===== config.mk =====
export PLATFORM = sky130hd
export DESIGN_NAME = prbs_pattern_gen
export DESIGN_NICKNAME = d
export VERILOG_FILES = /design/src/rtl/prbs_pattern_gen.sv
export SDC_FILE = /design/constraint.sdc
export NUM_CORES = 1
export LEC_CHECK = 0
export ABC_AREA = 1
export CAP_MARGIN = 20
export CORE_ASPECT_RATIO = 1.25
export CORE_MARGIN = 2
export CORE_UTILIZATION = 30
export CTS_BUF_LIST = sky130_fd_sc_hd__clkbuf_4 sky130_fd_sc_hd__clkbuf_8
export DETAILED_ROUTE_END_ITERATION = 12
export DONT_BUFFER_PORTS = 1
export HOLD_SLACK_MARGIN = 0.03
export PLACE_DENSITY = 0.48
export SLEW_MARGIN = 25
export SYNTH_ARGS = -nofsm -noshare
export SYNTH_HDL_FRONTEND = slang
export SYNTH_SLANG_ARGS = --single-unit

===== constraint.sdc =====
create_clock -name clk -period 1.41 [get_ports clk]
set_clock_uncertainty 0.2 [all_clocks]
set_input_delay 0.282 -clock clk [delete_from_list [all_inputs] [get_ports clk]]
set_output_delay 0.282 -clock clk [all_outputs]
set_load 0.005 [all_outputs]

===== src/rtl/prbs_pattern_gen.sv =====
module prbs_pattern_gen #(
  parameter int USER_W = 16,
  localparam int IDX_W = $clog2(USER_W)
) (
  input  logic              clk,
  input  logic              rst,
  input  logic              en,
  input  logic [2:0]        mode,
  input  logic [USER_W-1:0] user_word,
  input  logic              invert,
  output logic              dout
);

  localparam logic [2:0] M_P15  = 3'b000;
  localparam logic [2:0] M_P20  = 3'b001;
  localparam logic [2:0] M_QRS  = 3'b010;
  localparam logic [2:0] M_P23  = 3'b011;
  localparam logic [2:0] M_ALT  = 3'b100;
  localparam logic [2:0] M_ONES = 3'b101;
  localparam logic [2:0] M_USR  = 3'b110;

  logic [14:0]      sr15;
  logic [19:0]      sr20;
  logic [22:0]      sr23;
  logic             alt_bit;
  logic [IDX_W-1:0] uidx;
  logic [2:0]       mode_q;
  logic             reload;
  logic             raw;

  assign reload = rst || (mode != mode_q);

  always_ff @(posedge clk) begin
    mode_q <= mode;
    if (reload) begin
      sr15    <= '1;
      sr20    <= '1;
      sr23    <= '1;
      alt_bit <= 1'b1;
      uidx    <= IDX_W'(USER_W - 1);
    end else if (en) begin
      sr15    <= {sr15[13:0], sr15[13] ^ sr15[14]};
      sr20    <= {sr20[18:0], sr20[16] ^ sr20[19]};
      sr23    <= {sr23[21:0], sr23[17] ^ sr23[22]};
      alt_bit <= ~alt_bit;
      uidx    <= (uidx == '0) ? IDX_W'(USER_W - 1) : uidx - 1'b1;
    end
  end

  always_comb begin
    case (mode)
      M_P15:   raw = ~sr15[14];
      M_P20:   raw = sr20[19];
      M_QRS:   raw = sr20[19] | (sr20[18:5] == '0);
      M_P23:   raw = sr23[22];
      M_ALT:   raw = alt_bit;
      M_ONES:  raw = 1'b1;
      M_USR:   raw = user_word[uidx];
      default: raw = 1'b0;
    endcase
  end

  assign dout = raw ^ invert;

  logic [4:0] zrun;
  always_ff @(posedge clk) begin
    if (reload || mode != M_QRS) zrun <= '0;
    else if (en) zrun <= raw ? 5'd0 : ((zrun == 5'd31) ? zrun : zrun + 5'd1);
  end


  hold_when_idle_chk: assert property (@(posedge clk) disable iff (rst)
    (!en && mode == mode_q) |=>
      (!$stable(mode) || !$stable(invert) || !$stable(user_word) || $stable(dout)));


  shift_by_one_chk: assert property (@(posedge clk) disable iff (rst)
    (en && mode == mode_q) |=> (sr20[19:1] == $past(sr20[18:0])));


  reload_all_ones_chk: assert property (@(posedge clk) disable iff (rst)
    (mode != mode_q) |=> (&sr15 && &sr20 && &sr23 && alt_bit));


  alt_toggles_chk: assert property (@(posedge clk) disable iff (rst)
    (en && mode == M_ALT && mode_q == M_ALT) |=>
      (!$stable(mode) || !$stable(invert) || (dout != $past(dout))));


  zero_run_limit_chk: assert property (@(posedge clk) disable iff (rst)
    zrun <= 5'd14);

endmodule


==> run_results.csv <==
group,metric,value,unit
outcome,status,"finished, violations left",
outcome,violations,"setup timing",
placed_design,gp_congestion,0.700,
setup_path,worstSetupEndpointType,"output pin",
detailed_routing,ant_nets,0,
layout,finish.instance_area,4110,um^2
sta,fmax,0.508,GHz
setup_path,crit_path_top_delay_cell,"dfxtp_4",
cts,root_buffer,"clkbuf_8",
yosys,yosysTopAreaCell,"dfxtp_1",
detailed_routing,first_iter_violations,128,
setup_path,critPathLaunchType,"flop",
pwr,p_seq_share,45.5,%
sta,fin_crit,1.97,ns
cts,path_clk_slew,0.07,ns
placed_design,dp_hpwl,3410,um
global_routing,grt_util_all_layers,13.7,%
detailed_routing,wirelength,6680,um
job,maxCapViolations,0,
layout,area_growth,48.9,%
setup_path,rr_endpoint,"uidx[1]",
hold_path,min_path_cells,2,
floorplan,ios,24,
yosys,avgSynthCellArea,7.43,um^2
sta,maxSlewHeadroom,84.5,%
layout,fin_nets,464,
sta,grt_setup_unrepaired,"yes",
placed_design,pre_cts_slack,-0.184,ns
hold_path,worstHoldEndpoint,"sr15[14]",
sta,tightest_slew,0.233,ns
setup_path,timing.rr.start,"mode_q[0]",
pwr,intPower,3.19,mW
setup_path,rrSetupSlack,-0.09,ns
yosys,synth_nets,396,
detailed_routing,vias,2589,
pwr,power_density,1030,nW/um^2
pwr,p_comb_share,11.7,%
yosys,synth_cell_types,24,
pwr,cellLeakagePower,1.85,nW
sta,post-route-period-util,140,%
floorplan,fp.dieH,111,um
setup_path,path_max_fanout,9,
yosys,ys_ff_latch,66,
yosys,synthCells,371,
yosys,ys_seq_area_share,47.9,%
detailed_routing,route.detailed.drc,0,
cts,cts-buffers-inserted,9,
global_routing,grt_overflow,0,
layout,nFillCells,896,
setup_path,cp_data_arrival_time,1.49,ns
setup_path,cp_common_cell,"nand2_1",
floorplan,num_rows,39,
placed_design,io_buffers,0,
yosys,synth_area_leaders,"dfxtp_1, nand2_1, nand3_1",
layout,diodes,0,
layout,drive_gt1_share,29.3,%
hold_path,hold_class,"input pin to flop",
yosys,synth_area,2760,um^2
sta,worst_slack,-0.560,ns
sta,hold_viol,0,
setup_path,criticalPathCategory,"flop to output pin",
cts,h-tree-depth,3,
global_routing,grt_max_degree,55,
setup_path,worstPathRequired,0.93,ns
setup_path,critPathMaxStageDelay,0.37,ns
cts,cts_tree,"done",
yosys,synth_top_area_share,47.9,%
global_routing,antenna_found_initial,0,
setup_path,critical_path.cell_chain,"buf_12 -> inv_8 -> nand2_2 -> nand3_1 -> nand3_1 -> nand2_1 -> nor2_1 -> nand2_1 -> nand2_1 -> nand2_1 -> nand2_1 -> nand2_1",
cts,clock_sinks,66,
pwr,swShare,24.4,%
yosys,yosys_warnings,0,
global_routing,grt_pass1_wl,11400,um
cts,insertion_delay,0.35,ns
detailed_routing,dr.pass1.iters,4,
pwr,irDropWorstVdd,0.000552,V
sta,drv_slew,0,
detailed_routing,vias_per_cell,4.57,
placed_design,dpl_cell_area,3050,um^2
hold_path,worstHoldStart,"en",
pwr,power_frac_clock,42.8,%
floorplan,start_util,30.5,%
layout,fin_util,45.5,%
floorplan,coreArea,9030,um^2
cts,cts.path.max_buffers,2,
pwr,p_sw,1.03,mW
floorplan,die_w,89.8,um
floorplan,dieArea,9980,um^2
detailed_routing,wl_per_cell,11.8,um
sta,setup_violations,40,
global_routing,grt_pass1_vias,2634,
setup_path,r2r_cells,8,
## repair_timing
| item | 4_1_cts | 5_1_grt |
|---|---|---|
| gates resized for setup | 33 | 46 |
| gates cloned | 4 | 3 |
| buffers inserted | 8 | 5 |
| hold buffers | 35 | 0 |
| endpoints found under the hold margin | 64 | 0 |
| pin swaps | 4 | 14 |
| endpoints found under the setup margin | 48 | 64 |
## placed cells by master (no fill, tap or decap)
cell type / instances
or2_0: 1
buf_6: 5
ha_1: 1
nand2_2: 6
buf_8: 1
nand4_1: 1
nor2_2: 1
a31oi_4: 1
buf_4: 25
dfxtp_4: 1
a21oi_2: 1
o211ai_1: 4
clkinv_4: 3
inv_2: 4
nor3_2: 1
nor2_1: 20
nand2_1: 152
bufinv_16: 2
o211ai_2: 1
buf_12: 9
clkbuf_16: 3
clkbuf_8: 10
nand3_1: 19
nand3_2: 48
xnor2_1: 4
clkinvlp_4: 1
clkinv_2: 1
inv_8: 1
o21ai_2: 1
ha_2: 1
xor2_1: 3
inv_1: 13
dfxtp_2: 3
dlygate4sd3_1: 34
dfxtp_1: 62
## worst max-delay path by stage
stage	startpoint	end
4_1_cts	uidx[0]	dout
3_5_place_dp	uidx[0]	dout
6_report	uidx[0]	dout
2_1_floorplan	uidx[0]	dout
3_3_place_gp	uidx[0]	dout
5_1_grt	uidx[0]	dout
## power groups by stage
stage	clock [mW]	sequential [mW]	combinational [mW]
3_3_place_gp	0	1.96	0.279
6_report	1.81	1.92	0.495
3_5_place_dp	0	1.96	0.281
5_1_grt	1.93	1.92	0.551
2_1_floorplan	0	1.96	0.240
4_1_cts	1.85	1.92	0.466
## cell families after synthesis
logic type / Yosys count / synth area share [%]
compound gates: 8 / 2.13
xor+xnor: 7 / 2.22
fa+ha+maj: 2 / 0.907
buf+inv: 39 / 7.85
flops: 66 / 47.9
simple gates: 249 / 39.0
## layout make-up
cell class / count / area (um^2) / share of cell area, %
clock buffer: 10 / 138 / 3.35
clock inverter: 6 / 90.1 / 2.19
inverter: 19 / 83.8 / 2.04
multi-input combinational: 266 / 1460 / 35.5
sequential: 66 / 1330 / 32.4
tap: 123 / 154 / 3.75
timing repair buffer: 77 / 855 / 20.8
## Yosys cell counts, drive strengths merged
cell	instances
xnor2	4
clkbuf	11
inv	19
ha	2
xor2	3
nand3	67
nor3	1
nor2	21
or2	1
o211ai	5
nand4	1
nand2	158
a31oi	1
buf	9
a21oi	1
dfxtp	66
o21ai	1
## worst max-delay path, delay by kind of cell (launching register included)
kind | cells | cell delay [ns]
simple gates | 10 | 0.61
buf+inv | 2 | 0.16
flops | 1 | 0.37
## layer usage
| metal | track usage [%] | wire length, um |
|---|---|---|
| met1 | 15.8 | 3180 |
| met2 | 24.0 | 3110 |
| met3 | 2.72 | 249 |
| met4 | 6.77 | 137 |
| met5 | 0 | 0 |
## metrics by stage
step | cells | TNS, ns | hold slack [ns] | power, mW
floorplan | 371 | -0.0951 | 0.110 | 2.20
global placement | 503 | -0.674 | 0.110 | 2.24
detailed placement | 503 | -0.970 | 0.110 | 2.24
CTS | 565 | -6.64 | 0.0513 | 4.23
global route | 567 | -5.64 | 0.0461 | 4.40
finish | 567 | -2.27 | 0.0555 | 4.22
## registers in the layout (all words and copies together) (netlist names)
signal,count
sr15,15
alt_bit,1
uidx,4
sr23,23
sr20,20
mode_q,3
(Power assumes the default switching activity.)
